$ cat config.mk
export PLATFORM = sky130hd
export DESIGN_NAME = fetch_rom_pipe
export DESIGN_NICKNAME = d
export VERILOG_FILES = /design/src/rtl/irom_pkg.sv /design/src/rtl/irom_bank.sv /design/src/rtl/irom_word_sel.sv /design/src/rtl/fetch_rom_pipe.sv
export SDC_FILE = /design/constraint.sdc
export NUM_CORES = 2
export LEC_CHECK = 0
export BUFFER_PORTS_ARGS = -buffer_cell sky130_fd_sc_hd__buf_2
export CORE_MARGIN = 2
export CORE_UTILIZATION = 61
export DETAILED_ROUTE_END_ITERATION = 6
export GPL_TIMING_DRIVEN = 0
export PLACE_DENSITY = 0.87
export SYNTH_ARGS = -nofsm -noshare
export SYNTH_HDL_FRONTEND = slang
export SYNTH_SLANG_ARGS = --single-unit
$ cat constraint.sdc
create_clock -name clk -period 10.33 [get_ports clk]
set_clock_uncertainty 0.05 [all_clocks]
set_input_delay 0.5165 -clock clk [delete_from_list [all_inputs] [get_ports clk]]
set_output_delay 0.5165 -clock clk [all_outputs]
set_load 0.01 [all_outputs]
$ cat src/rtl/irom_pkg.sv
package irom_pkg;
  // Default geometry of the instruction store.
  localparam int DEF_ADDR_W    = 8;   // byte address width
  localparam int DEF_ROW_BYTES = 32;  // bytes per row
  localparam int DEF_WORD_W    = 32;  // bits per returned word
endpackage

$ cat src/rtl/irom_bank.sv
// One word lane of the store: holds one word of every row.
// Synchronous write and registered read, shaped for block RAM inference.
module irom_bank #(
  parameter int DEPTH = 8,
  parameter int WIDTH = 32,
  localparam int AW   = (DEPTH > 1) ? $clog2(DEPTH) : 1
) (
  input  logic             clk,
  input  logic             we,
  input  logic [AW-1:0]    waddr,
  input  logic [WIDTH-1:0] wdata,
  input  logic             re,
  input  logic [AW-1:0]    raddr,
  output logic [WIDTH-1:0] rdata
);
  logic [WIDTH-1:0] mem [DEPTH];

  always_ff @(posedge clk) begin
    if (we) mem[waddr] <= wdata;
  end

  always_ff @(posedge clk) begin
    if (re) rdata <= mem[raddr];
  end
endmodule

$ cat src/rtl/irom_word_sel.sv
// Second cut: picks one word out of the registered row and registers it.
module irom_word_sel #(
  parameter int ROW_W  = 256,
  parameter int WORD_W = 32,
  localparam int NWORD = ROW_W / WORD_W,
  localparam int SW    = (NWORD > 1) ? $clog2(NWORD) : 1
) (
  input  logic              clk,
  input  logic              rst,
  input  logic              valid_i,
  input  logic [SW-1:0]     sel_i,
  input  logic [ROW_W-1:0]  row_i,
  output logic              valid_o,
  output logic [WORD_W-1:0] data_o
);
  logic [WORD_W-1:0] picked;

  always_comb picked = row_i[sel_i*WORD_W +: WORD_W];

  always_ff @(posedge clk) begin
    if (rst) begin
      valid_o <= 1'b0;
      data_o  <= '0;
    end else begin
      valid_o <= valid_i;
      if (valid_i) data_o <= picked;
    end
  end
endmodule

$ cat src/rtl/fetch_rom_pipe.sv
module fetch_rom_pipe #(
  parameter int ADDR_W    = irom_pkg::DEF_ADDR_W,
  parameter int ROW_BYTES = irom_pkg::DEF_ROW_BYTES,
  parameter int WORD_W    = irom_pkg::DEF_WORD_W
) (
  input  logic                                 clk,
  input  logic                                 rst,
  input  logic                                 rd_valid_i,
  input  logic [ADDR_W-1:0]                    rd_addr_i,
  input  logic                                 ld_en_i,
  input  logic [ADDR_W-$clog2(WORD_W/8)-1:0]   ld_waddr_i,
  input  logic [WORD_W-1:0]                    ld_data_i,
  output logic                                 rd_valid_o,
  output logic [WORD_W-1:0]                    rd_data_o
);
  localparam int ROW_W      = ROW_BYTES * 8;
  localparam int NUM_ROWS   = (2 ** ADDR_W) / ROW_BYTES;
  localparam int WORD_BYTES = WORD_W / 8;
  localparam int NWORD      = ROW_W / WORD_W;
  localparam int BSEL_W     = $clog2(WORD_BYTES);
  localparam int WSEL_W     = (NWORD > 1) ? $clog2(NWORD) : 1;
  localparam int RSEL_W     = (NUM_ROWS > 1) ? $clog2(NUM_ROWS) : 1;

  // Byte-within-word bits are not used by a word-aligned fetch.
  logic unused_byte_bits;
  assign unused_byte_bits = ^rd_addr_i[BSEL_W-1:0];

  // Stage 0: capture the request.
  logic              s0_valid;
  logic [RSEL_W-1:0] s0_row;
  logic [WSEL_W-1:0] s0_wsel;

  always_ff @(posedge clk) begin
    if (rst) s0_valid <= 1'b0;
    else     s0_valid <= rd_valid_i;
  end

  always_ff @(posedge clk) begin
    s0_row  <= rd_addr_i[BSEL_W+WSEL_W +: RSEL_W];
    s0_wsel <= rd_addr_i[BSEL_W +: WSEL_W];
  end

  // Stage 1: registered row read from all word lanes, plus word select.
  logic              s1_valid;
  logic [WSEL_W-1:0] s1_wsel;
  logic [ROW_W-1:0]  s1_row;

  always_ff @(posedge clk) begin
    if (rst) s1_valid <= 1'b0;
    else     s1_valid <= s0_valid;
  end

  always_ff @(posedge clk) begin
    if (s0_valid) s1_wsel <= s0_wsel;
  end

  for (genvar g = 0; g < NWORD; g++) begin : g_lane
    logic lane_we;
    assign lane_we = ld_en_i && (ld_waddr_i[WSEL_W-1:0] == WSEL_W'(g));

    irom_bank #(
      .DEPTH (NUM_ROWS),
      .WIDTH (WORD_W)
    ) u_bank (
      .clk   (clk),
      .we    (lane_we),
      .waddr (ld_waddr_i[WSEL_W +: RSEL_W]),
      .wdata (ld_data_i),
      .re    (s0_valid),
      .raddr (s0_row),
      .rdata (s1_row[g*WORD_W +: WORD_W])
    );
  end

  // Stage 2: word select into the output register.
  irom_word_sel #(
    .ROW_W  (ROW_W),
    .WORD_W (WORD_W)
  ) u_wsel (
    .clk     (clk),
    .rst     (rst),
    .valid_i (s1_valid),
    .sel_i   (s1_wsel),
    .row_i   (s1_row),
    .valid_o (rd_valid_o),
    .data_o  (rd_data_o)
  );
endmodule

==> results list <==
* Outcome: finished with violations
- Violated checks: design-rule violations, max-capacitance violations, max-slew violations
- Entering global routing, the biggest net connects 65 pins.
* HPWL after detailed placement: 137 mm
- List of cells traversed by the critical path: clkbuf_1 -> clkbuf_1 -> mux2_2
* Filler cell count: 7567
* Post-placement setup slack: 7100 ps
- Count of TritonRoute iterations in the first routing pass: 7
- For the final routed database, the setup TNS stands at 0 ps.
- Top-level I/O count: 83
* Largest family of logic cells by synthesized area: multiplexers
- Slew headroom: -0.0956
* Endpoints failing hold: 0
* Average wire per cell in the routed design: 41.0 um
- Leading cell type by number of instances after synthesis: edfxtp_1
- Once detail routing completed, the nets flagged for antenna violations numbered 0.
- The worst setup path is captured at a flop.
- Counting flops and latches in the post-synthesis netlist gives 2348.
- Start-to-end type of the worst setup path: reg -> reg
- Leak: 31.4 nW
- Of the post-synthesis cell area, the dominant cell type holds 0.784.
* Chip width: 385 um
- Via count of the first global-routing pass: 44900
* Synth top cells by count: edfxtp_1 (2307), mux4_2 (512), mux2_2 (320)
- Effective utilization at floorplan: 0.615
- Worst path required time: 10890 ps
* Max_cap viols: 2
* Total area of sequential cells: 0.0701 sq mm
- VDD sags by at most 172 uV.
- After technology mapping, the gate count stands at 3650.
* Fraction of power consumed by the clock network: 0.405
- In this run the number of H-tree levels came out at 4.
* Share of cells above drive strength 1: 0.341
- Most frequent cell on the critical path: clkbuf_1
* Area fraction in and, or, nand and nor cells after synthesis: 0.00586
- Critical Path Max Stage Delay: 1250 ps
* Syn nets: 3700
* Number of unique standard cell types used by synthesis: 25
* Fraction of synthesis flops using an asynchronous set or reset pin: 0
- Max-slew violation count: 100
- Least setup slack across all paths after layout: 6950 ps
- In this run the power density over the cells is 198 mW/mm^2.
- The net count of the finished layout is 4071.
* Net switching power figure: 0.00444 W
* Ys flop type: edfxtp_1
- The synthesized netlist occupies a cell area of 0.0884 sq mm.
- Buffers added to address setup during post-CTS repair amount to 0.
* Parity-gate share of the synthesized area counting xor and xnor cells: 0
- Final Setup Violations: 0
* Core area: 0.144 sq mm
- Maximum count of clock buffers along a single path: 3
* Share of synthesized cell area in full adder, half adder and majority cells: 0
- Number of cell rows: 139
- Clk Latency, worst-skew pair: 870 ps
- Fraction of the cycle the final worst path needs: 0.327
- The synthesized design contains 2307 enable-type register cells.
- Number of vias per cell after detailed routing: 7.25
- The die is 385 um tall.
- Each instance of the synthesized netlist takes up on average 24.2 sq um.
- Setup repair after global routing missed its margin: no
* Cell at the root of the clock tree: clkbuf_16
- The clock drives 2348 sinks.
- The compound-cell area share of the yosys netlist came to 0.00861.
- Of the total power, combinational logic draws 0.055.
- Reg power frac: 0.539
- Final critical delay including setup and external delays: 3380 ps
* P_int: 0.0154 W
* Warning count from the yosys run: 0
- The path class of the tightest hold or removal check is in -> reg.
- Measured against the total synthesized area, the mux share comes to 0.179.
* Remaining global-route overflow: 0
- At the pin with the least slew margin, the transition time is 1640 ps.
- The die covers 0.148 sq mm.
- Together, buffers and inverters on the worst path number 2.
* First DRT Iteration DRCs: 9132
- Post-detailed-routing wire length: 251 mm
- CTS buffer count: 217
- The first global-routing pass estimated 349 mm of wire.
- Total placed instance area: 0.0932 sq mm
- CP startpoint kind: flop
- The synthesized design spends more area on one cell type than any other, namely edfxtp_1.
- Total non-filler cell area in the finished layout: 0.100 sq mm
* Via count of the routed design: 44400
- For this run, the share of the core covered by cells in the final layout is 0.699.
- Yosys attributes the largest share of cell area to edfxtp_1 (78%), mux4_2 (13%), mux2_2 (4.1%).
- The initial antenna violation count was 26.
- The multi-input combinational cells in the finished layout cover a total of 0.0175 sq mm.
* Remaining design rule violation count: 132
- For this run, the register share of the synthesized area comes to 0.793.
- Relative to the synthesized area, the layout overhead comes to 13.6%.
- Top delay family on crit path: buffers and inverters
* Total of buffers placed on input and output ports: 76
- Count of cells resized by post-cts repair: 0
* CTS clock-pin slew for the worst setup and hold paths: 70 ps
- Final weighted congestion in routability-driven placement: 0.986
- Final cell count without fillers: 6128
- Data arrival time of the critical path: 3930 ps
- TritonCTS built the clock tree.
* Switching power share of the total: 0.223
- Along the worst path, the maximum fanout reaches 10.
- Once placement completed, the tool counted placed cells totaling 5698.
* Critical Path Slowest Stage Cell: clkbuf_1
- Global router's overall resource usage: 0.346
- Static timing analysis puts the maximum clock frequency at 0.296 GHz.
cell type report:
cell class / count / area share
Buffer: 186 / 0.0120
Clock buffer: 272 / 0.0579
Antenna cell: 17 / 0.000424
Timing Repair Buffer: 152 / 0.0206
Sequential cell: 2348 / 0.699
Clock inverter: 134 / 0.0120
Multi-Input combinational cell: 1116 / 0.175
Tap cell: 1903 / 0.0237
sequential cells by signal (all words and copies together) (netlist names):
name / flops
g_lane.u_bank.mem: 2048
g_lane.u_bank.rdata: 256
u_wsel.data_o: 32
s0_row: 3
s0_wsel: 3
s1_wsel: 3
s0_valid: 1
s1_valid: 1
u_wsel.valid_o: 1
per-layer routing:
metal / global-route usage / vias to the layer above / routed length [um]
met3: 0.118 / 934 / 37700
met1: 0.435 / 22800 / 78000
met5: 0.0110 / - / 491
li1: - / 16300 / -
met4: 0.188 / 36 / 17400
met2: 0.534 / 4334 / 118000
path summary, 6_finish.rpt:
path / startpoint / to / cells after the start / slack [ps]
max: s0_row[2] / g_lane[4].u_bank.rdata[1] / 3 / 6950
min: rst / s1_valid / 2 / 60
max reg2reg: s0_row[2] / g_lane[4].u_bank.rdata[1] / 3 / 6950
min reg2reg: s0_wsel[1] / s1_wsel[1] / 0 / 370
what timing repair did:
item,4_1_cts,5_1_grt
setup endpoints to repair,0,0
hold buffers,7,0
endpoints found under the hold margin,7,0
cell families (layout without fill, tap and decap cells):
family          after synthesis  after routing
other cells                   0             17
compound gates               96             96
simple gates                124            124
mux                         896            896
buf+inv                     186            744
flops                      2348           2348
through the flow:
stage                     total power [W]  hold WS (ps)
after floorplan                    0.0114           336
after global placement             0.0119           346
after detailed placement           0.0119           346
after CTS                          0.0198          14.1
after global routing               0.0202          81.5
final                              0.0199          62.1
power groups by stage:
| stage | Clock, W | Sequential, W | Combinational, W |
|---|---|---|---|
| floorplan | 0 | 0.0109 | 0.000534 |
| global placement | 0 | 0.0109 | 0.000913 |
| detailed placement | 0 | 0.0109 | 0.00100 |
| CTS | 0.00806 | 0.0107 | 0.00105 |
| global route | 0.00836 | 0.0107 | 0.00110 |
| finish | 0.00806 | 0.0107 | 0.00110 |
layout by cell type, fill, tap and decap left out, drive strengths merged, types with 32 or more instances in the layout:
| cell | instances |
|---|---|
| dfxtp | 41 |
| a211oi | 32 |
| clkinv | 96 |
| buf | 265 |
| edfxtp | 2307 |
| nor2 | 99 |
| mux4 | 512 |
| mux2i | 64 |
| clkbuf | 338 |
| mux2 | 320 |
(Power assumes the default switching activity.)
